==> config.mk <==
export PLATFORM = sky130hd
export DESIGN_NAME = keyport_irq
export DESIGN_NICKNAME = d
export VERILOG_FILES = /design/src/rtl/keyport_pkg.sv /design/src/rtl/keyport_ctrl.sv /design/src/rtl/keyport_dp.sv /design/src/rtl/keyport_irq.sv
export SDC_FILE = /design/constraint.sdc
export NUM_CORES = 1
export LEC_CHECK = 0
export BUFFER_PORTS_ARGS = -buffer_cell sky130_fd_sc_hd__buf_4
export CAP_MARGIN = 10
export CORE_ASPECT_RATIO = 0.8
export CORE_MARGIN = 1.5
export CORE_UTILIZATION = 50
export CTS_CLUSTER_DIAMETER = 150
export CTS_CLUSTER_SIZE = 14
export DETAILED_ROUTE_END_ITERATION = 8
export GPL_TIMING_DRIVEN = 1
export PLACE_DENSITY = 0.75
export SETUP_SLACK_MARGIN = 0.02
export SYNTH_ARGS = -nofsm -noshare
export SYNTH_HDL_FRONTEND = slang
export SYNTH_SLANG_ARGS = --single-unit
export TNS_END_PERCENT = 10
==> constraint.sdc <==
create_clock -name clk -period 1.7 [get_ports clk]
set_clock_uncertainty 0.15 [all_clocks]
set_input_delay 0.085 -clock clk [delete_from_list [all_inputs] [get_ports clk]]
set_output_delay 0.085 -clock clk [all_outputs]
set_load 0.02 [all_outputs]
==> src/rtl/keyport_pkg.sv <==
package keyport_pkg;

  localparam int ADDR_CODE = 0;
  localparam int ADDR_EDGE = 1;
  localparam int ADDR_MASK = 2;
  localparam int ADDR_CLR  = 3;

  // one-cycle register strobes from control to datapath
  typedef struct packed {
    logic ldCode;
    logic ldEdge;
    logic ldMask;
    logic clrFlag;
  } regStrobe_t;

  // per-group filter control
  typedef struct packed {
    logic tick;
    logic bypass;
  } grpCtl_t;

endpackage

==> src/rtl/keyport_ctrl.sv <==
module keyport_ctrl
  import keyport_pkg::*;
#(
  parameter int PORT_W     = 8,
  parameter int NGRP       = 2,
  parameter int CODE_W     = 3,
  parameter int BASE_SHIFT = 8,
  parameter int ADDR_W     = 2
) (
  input  logic                 clk,
  input  logic                 rstN,
  input  logic                 wrEn,
  input  logic [ADDR_W-1:0]    wrAddr,
  input  logic [PORT_W-1:0]    wrData,
  output regStrobe_t           strobe,
  output grpCtl_t [NGRP-1:0]   grpCtl
);

  localparam int FIELD_STRIDE = PORT_W / NGRP;
  localparam int NCODE        = 1 << CODE_W;
  localparam int PRE_W        = BASE_SHIFT + NCODE - 2;

  logic [NGRP-1:0][CODE_W-1:0] codeQ;
  logic [PRE_W-1:0]            preCnt;
  logic [NCODE-1:0]            tickByCode;

  always_comb begin
    strobe.ldCode  = wrEn && (wrAddr == ADDR_W'(ADDR_CODE));
    strobe.ldEdge  = wrEn && (wrAddr == ADDR_W'(ADDR_EDGE));
    strobe.ldMask  = wrEn && (wrAddr == ADDR_W'(ADDR_MASK));
    strobe.clrFlag = wrEn && (wrAddr == ADDR_W'(ADDR_CLR));
  end

  always_ff @(posedge clk or negedge rstN) begin
    if (!rstN) preCnt <= '0;
    else       preCnt <= preCnt + 1'b1;
  end

  assign tickByCode[0] = 1'b0;

  // code c ticks once every 2^(BASE_SHIFT+c-1) cycles
  for (genvar c = 1; c < NCODE; c++) begin : g_tick
    localparam logic [PRE_W-1:0] MASK = PRE_W'((64'd1 << (BASE_SHIFT + c - 1)) - 64'd1);
    assign tickByCode[c] = ((preCnt & MASK) == MASK);
  end

  for (genvar g = 0; g < NGRP; g++) begin : g_grp
    always_ff @(posedge clk or negedge rstN) begin
      if (!rstN)              codeQ[g] <= '0;
      else if (strobe.ldCode) codeQ[g] <= wrData[g*FIELD_STRIDE +: CODE_W];
    end
    assign grpCtl[g].tick   = tickByCode[codeQ[g]];
    assign grpCtl[g].bypass = (codeQ[g] == '0);
  end

endmodule

==> src/rtl/keyport_dp.sv <==
module keyport_dp
  import keyport_pkg::*;
#(
  parameter int PORT_W = 8,
  parameter int NGRP   = 2
) (
  input  logic               clk,
  input  logic               rstN,
  input  logic [PORT_W-1:0]  pinIn,
  input  logic [PORT_W-1:0]  wrData,
  input  regStrobe_t         strobe,
  input  grpCtl_t [NGRP-1:0] grpCtl,
  output logic [PORT_W-1:0]  pinLevel,
  output logic [PORT_W-1:0]  flagOut,
  output logic               irq,
  output logic [PORT_W-1:0]  syncLvl
);

  localparam int GRP_W = PORT_W / NGRP;

  logic [PORT_W-1:0] syncA, syncB;
  logic [PORT_W-1:0] prevQ, edgeQ, maskQ, flagQ;
  logic [PORT_W-1:0] riseV, fallV, setV, clrV;

  always_ff @(posedge clk or negedge rstN) begin
    if (!rstN) begin
      syncA <= '0;
      syncB <= '0;
    end else begin
      syncA <= pinIn;
      syncB <= syncA;
    end
  end

  assign syncLvl = syncB;

  for (genvar g = 0; g < NGRP; g++) begin : g_filt
    logic [GRP_W-1:0] sampQ, filtQ, inV, agree;
    assign inV   = syncB[g*GRP_W +: GRP_W];
    assign agree = ~(inV ^ sampQ);

    always_ff @(posedge clk or negedge rstN) begin
      if (!rstN) begin
        sampQ <= '0;
        filtQ <= '0;
      end else if (grpCtl[g].bypass) begin
        sampQ <= inV;
        filtQ <= inV;
      end else if (grpCtl[g].tick) begin
        sampQ <= inV;
        filtQ <= (filtQ & ~agree) | (inV & agree);
      end
    end

    assign pinLevel[g*GRP_W +: GRP_W] = grpCtl[g].bypass ? inV : filtQ;
  end

  assign riseV = pinLevel & ~prevQ;
  assign fallV = ~pinLevel & prevQ;
  assign setV  = (edgeQ & riseV) | (~edgeQ & fallV);
  assign clrV  = strobe.clrFlag ? wrData : '0;

  always_ff @(posedge clk or negedge rstN) begin
    if (!rstN) begin
      prevQ <= '0;
      edgeQ <= '0;
      maskQ <= '0;
      flagQ <= '0;
    end else begin
      prevQ <= pinLevel;
      if (strobe.ldEdge) edgeQ <= wrData;
      if (strobe.ldMask) maskQ <= wrData;
      flagQ <= (flagQ & ~clrV) | setV;
    end
  end

  assign flagOut = flagQ;
  assign irq     = |(flagQ & maskQ);

endmodule

==> src/rtl/keyport_irq.sv <==
module keyport_irq
  import keyport_pkg::*;
#(
  parameter int PORT_W     = 8,
  parameter int NGRP       = 2,
  parameter int CODE_W     = 3,
  parameter int BASE_SHIFT = 8,
  parameter int ADDR_W     = 2
) (
  input  logic              clk,
  input  logic              rstN,
  input  logic [PORT_W-1:0] pinIn,
  input  logic              wrEn,
  input  logic [ADDR_W-1:0] wrAddr,
  input  logic [PORT_W-1:0] wrData,
  output logic [PORT_W-1:0] pinLevel,
  output logic [PORT_W-1:0] flagOut,
  output logic              irq
);

  regStrobe_t         strobe;
  grpCtl_t [NGRP-1:0] grpCtl;
  logic [PORT_W-1:0]  syncLvl;
  logic [NGRP-1:0]    bypassVec;

  keyport_ctrl #(
    .PORT_W(PORT_W), .NGRP(NGRP), .CODE_W(CODE_W),
    .BASE_SHIFT(BASE_SHIFT), .ADDR_W(ADDR_W)
  ) u_ctrl (
    .clk(clk), .rstN(rstN), .wrEn(wrEn), .wrAddr(wrAddr),
    .wrData(wrData), .strobe(strobe), .grpCtl(grpCtl)
  );

  keyport_dp #(.PORT_W(PORT_W), .NGRP(NGRP)) u_dp (
    .clk(clk), .rstN(rstN), .pinIn(pinIn), .wrData(wrData),
    .strobe(strobe), .grpCtl(grpCtl), .pinLevel(pinLevel),
    .flagOut(flagOut), .irq(irq), .syncLvl(syncLvl)
  );

  for (genvar g = 0; g < NGRP; g++) begin : g_byp
    assign bypassVec[g] = grpCtl[g].bypass;
  end

endmodule

==> metrics.cfg <==
[global_routing]
grt_max_degree = 32
grt_pass1_wl_um = 12800
antenna_found_initial = 0
overflow = 0
grt_pass1_vias = 2704
track_usage = 0.214

[drt]
dr.pass1.iters = 4
totalWireLength_um = 7740
postRouteAntennaNets = 0
drt-vias-per-instance = 5.41
drt_iter0_markers = 91
wl_per_cell_um = 16.0
drc = 0
vias = 2618

[cells_and_area]
layout.cells.most_common_list = dfrtp_1, buf_4, nor2_1, mux2_2
n_fill_cell = 480
drive_above_1_share = 0.451
final_common_cell = dfrtp_1
layout.nets = 415
area.growth.synth_to_final_pct = 40.0
antenna_cells = 0

[power_and_ir_drop]
power_density_mw_per_mm2 = 1310
seqPwrFrac = 0.429
pwr-share-comb = 0.328
p_int_mw = 4.47
pwr-share-clk = 0.243
irDropWorstVdd_v = 0.000606
power_switching_mw = 2.02
p_sw_frac = 0.312
static-leakage-power_nw = 2.27

[sta]
hold_viol = 0
rsz0062_at_grt = yes
relSlewSlack = 0.701
final-setup-viol-count = 26
maxSlewViolCount = 0
layout_setup_ws_ns = -0.346
fmax_mhz = 489
finalCritPeriodShare = 1.20
fin_tns_setup_ns = -5.04
worst_pin_slew_ns = 0.447
layout_min_cycle_time_ns = 2.05

[synth]
synth_seq_cells = 84
ys_seq_area_frac = 0.595
netlist.area_leader.share = 0.595
synthFlopType = dfrtp_1
synth_area_mm2 = 0.00353
syn_nets = 299
ys_types = 48
syn_avg_cell_area_um2 = 12.8
yosysTopAreaCell = dfrtp_1
synth_area_leaders = dfrtp_1, mux2_2, nor2_1
async_reset_ff_frac = 1.00
synth_edf_count = 0
synth_cells = 277
yosysWarnings = 0

[clock_tree]
cts_htree_levels = 3
numCtsBuffers = 9
clock_tree.buffer_depth = 2
cts.sinks = 84
cts_tree = yes
clockRootBuffer = clkbuf_8
clkTransAtPathRegs_ns = 0.08
clkLatencyLatePin_ns = 0.36

[worst_setup_path]
slowest_delay_ns = 0.42
critical_path_class = register to output pin
cp_slowest_cell = dfrtp_1
crit_required_ns = 1.46
reg2reg_slack_ns = -0.30
cp-start-kind = register
critical_path_arrival_ns = 1.81
cp-end-kind = output pin
worstPathCellList = buf_4 -> or3_4 -> mux2i_4 -> buf_6 -> inv_4 -> buf_6
crit_fanout = 6
crit_path_frequent_cell = buf_6

[floorplanning]
die_h_um = 78.2
core_area_mm2 = 0.00686
fp.dieArea_mm2 = 0.00759
fp.dieW_um = 97.0
rows = 27
initial_core_util = 0.515
io_pins = 38

[run]
cap_violations = 0

[place]
routabilityCongestion = 0.856
hpwl_um = 5100
dp_slack_ns = -0.148
numPortBuffers = 37

[min_path]
hold_path.class = primary input to async pin

[outcome]
violations = negative setup slack
status = finished, violations left

state kept, by name, summed over array words and instances (netlist names), 8 cells and up, named ones only:
| name | flops |
|---|---|
| u_ctrl.preCnt | 14 |
| u_dp.edgeQ | 8 |
| u_dp.flagOut | 8 |
| u_dp.g_filt.sampQ | 8 |
| u_dp.maskQ | 8 |
| u_dp.prevQ | 8 |
| u_dp.syncA | 8 |
| u_dp.syncLvl | 8 |
routing by layer:
layer / vias up / GRT usage / wire, um
li1: 1228 / - / -
met1: 1322 / 0.281 / 3520
met2: 55 / 0.356 / 3820
met3: 13 / 0.0534 / 288
met4: 0 / 0.0623 / 117
met5: - / 0 / 0
cells in the mapped netlist (3+ instances only):
library cell and instances:
dfrtp_1 84, nor2_1 23, mux2_2 22, nand2_1 19
inv_1 14, nand3_1 13, xnor2_1 9, a221o_1 8
nand4_1 8, a21o_1 5, mux2i_1 5, a22oi_1 4
and3_1 4, mux2_1 4, mux2_4 4, a21oi_1 3
nor2b_1 3, nor3_1 3, o21ai_0 3, xor2_1 3
cell families after synthesis:
logic type	share of synthesized area
flip-flops	0.595
buffers and inverters	0.0195
adder cells (fa/ha/maj)	0.00354
multiplexers	0.128
XOR/XNOR	0.0297
AND/OR/NAND/NOR	0.132
AO/OA/AOI/OAI	0.0927
worst paths after layout:
path / start / to / cells after the start
max: u_ctrl.codeQ[0]$_DFFE_PN0P_ / pinLevel[0] / 6
min: rstN / u_dp.syncA[2]$_DFF_PN0_ / 2
max reg2reg: u_ctrl.codeQ[1]$_DFFE_PN0P_ / register / 8
min reg2reg: u_dp.syncA[0]$_DFF_PN0_ / u_dp.syncLvl[0]$_DFF_PN0_ / 0
max in group asynchronous: rstN / async pin / 3
min in group clk: wrAddr[1] / u_ctrl.codeQ[3]$_DFFE_PN0P_ / 4
stage by stage:
| step | instances | hold slack (ns) | total power [mW] | instance area, um^2 | util |
|---|---|---|---|---|---|
| after floorplan | 277 | -0.361 | 3.73 | 3590 | - |
| after global placement | 438 | -0.116 | 4.39 | 4270 | 0.623 |
| after detailed placement | 438 | -0.113 | 4.47 | 4270 | 0.623 |
| after CTS | 483 | 0.0527 | 6.38 | 4860 | 0.708 |
| after global routing | 484 | 0.0709 | 6.82 | 4950 | 0.722 |
| final | 484 | 0.0477 | 6.50 | 4950 | 0.722 |
cell type report:
type	instances	area, um^2	area share
timing repair buffer	108	933	0.189
inverter	14	55.1	0.0111
sequential	84	2110	0.425
clock inverter	5	85.1	0.0172
clock buffer	10	138	0.0278
tap	87	109	0.0220
multi-input combinational	176	1520	0.308
worst max-delay path: cells and delay by family, from the launching register on:
family / cells / cell delay, ns
multiplexers: 1 / 0.22
buffers and inverters: 4 / 0.44
AND/OR/NAND/NOR: 1 / 0.39
flip-flops: 1 / 0.42
power by group through the flow:
stage	logic [mW]	clock network [mW]	registers [mW]
detailed placement	1.68	0	2.80
floorplan	0.922	0	2.81
finish	2.13	1.58	2.79
global placement	1.62	0	2.77
CTS	2.00	1.62	2.76
global route	2.29	1.69	2.84
what timing repair did:
item | in CTS | in global routing
hold buffers | 17 | 0
setup endpoints to repair | 32 | 32
gates resized for setup | 33 | 20
setup buffers | 13 | 2
hold endpoints to repair | 122 | 0
pin swaps | 4 | 7
Power figures use the tool's default switching activity.
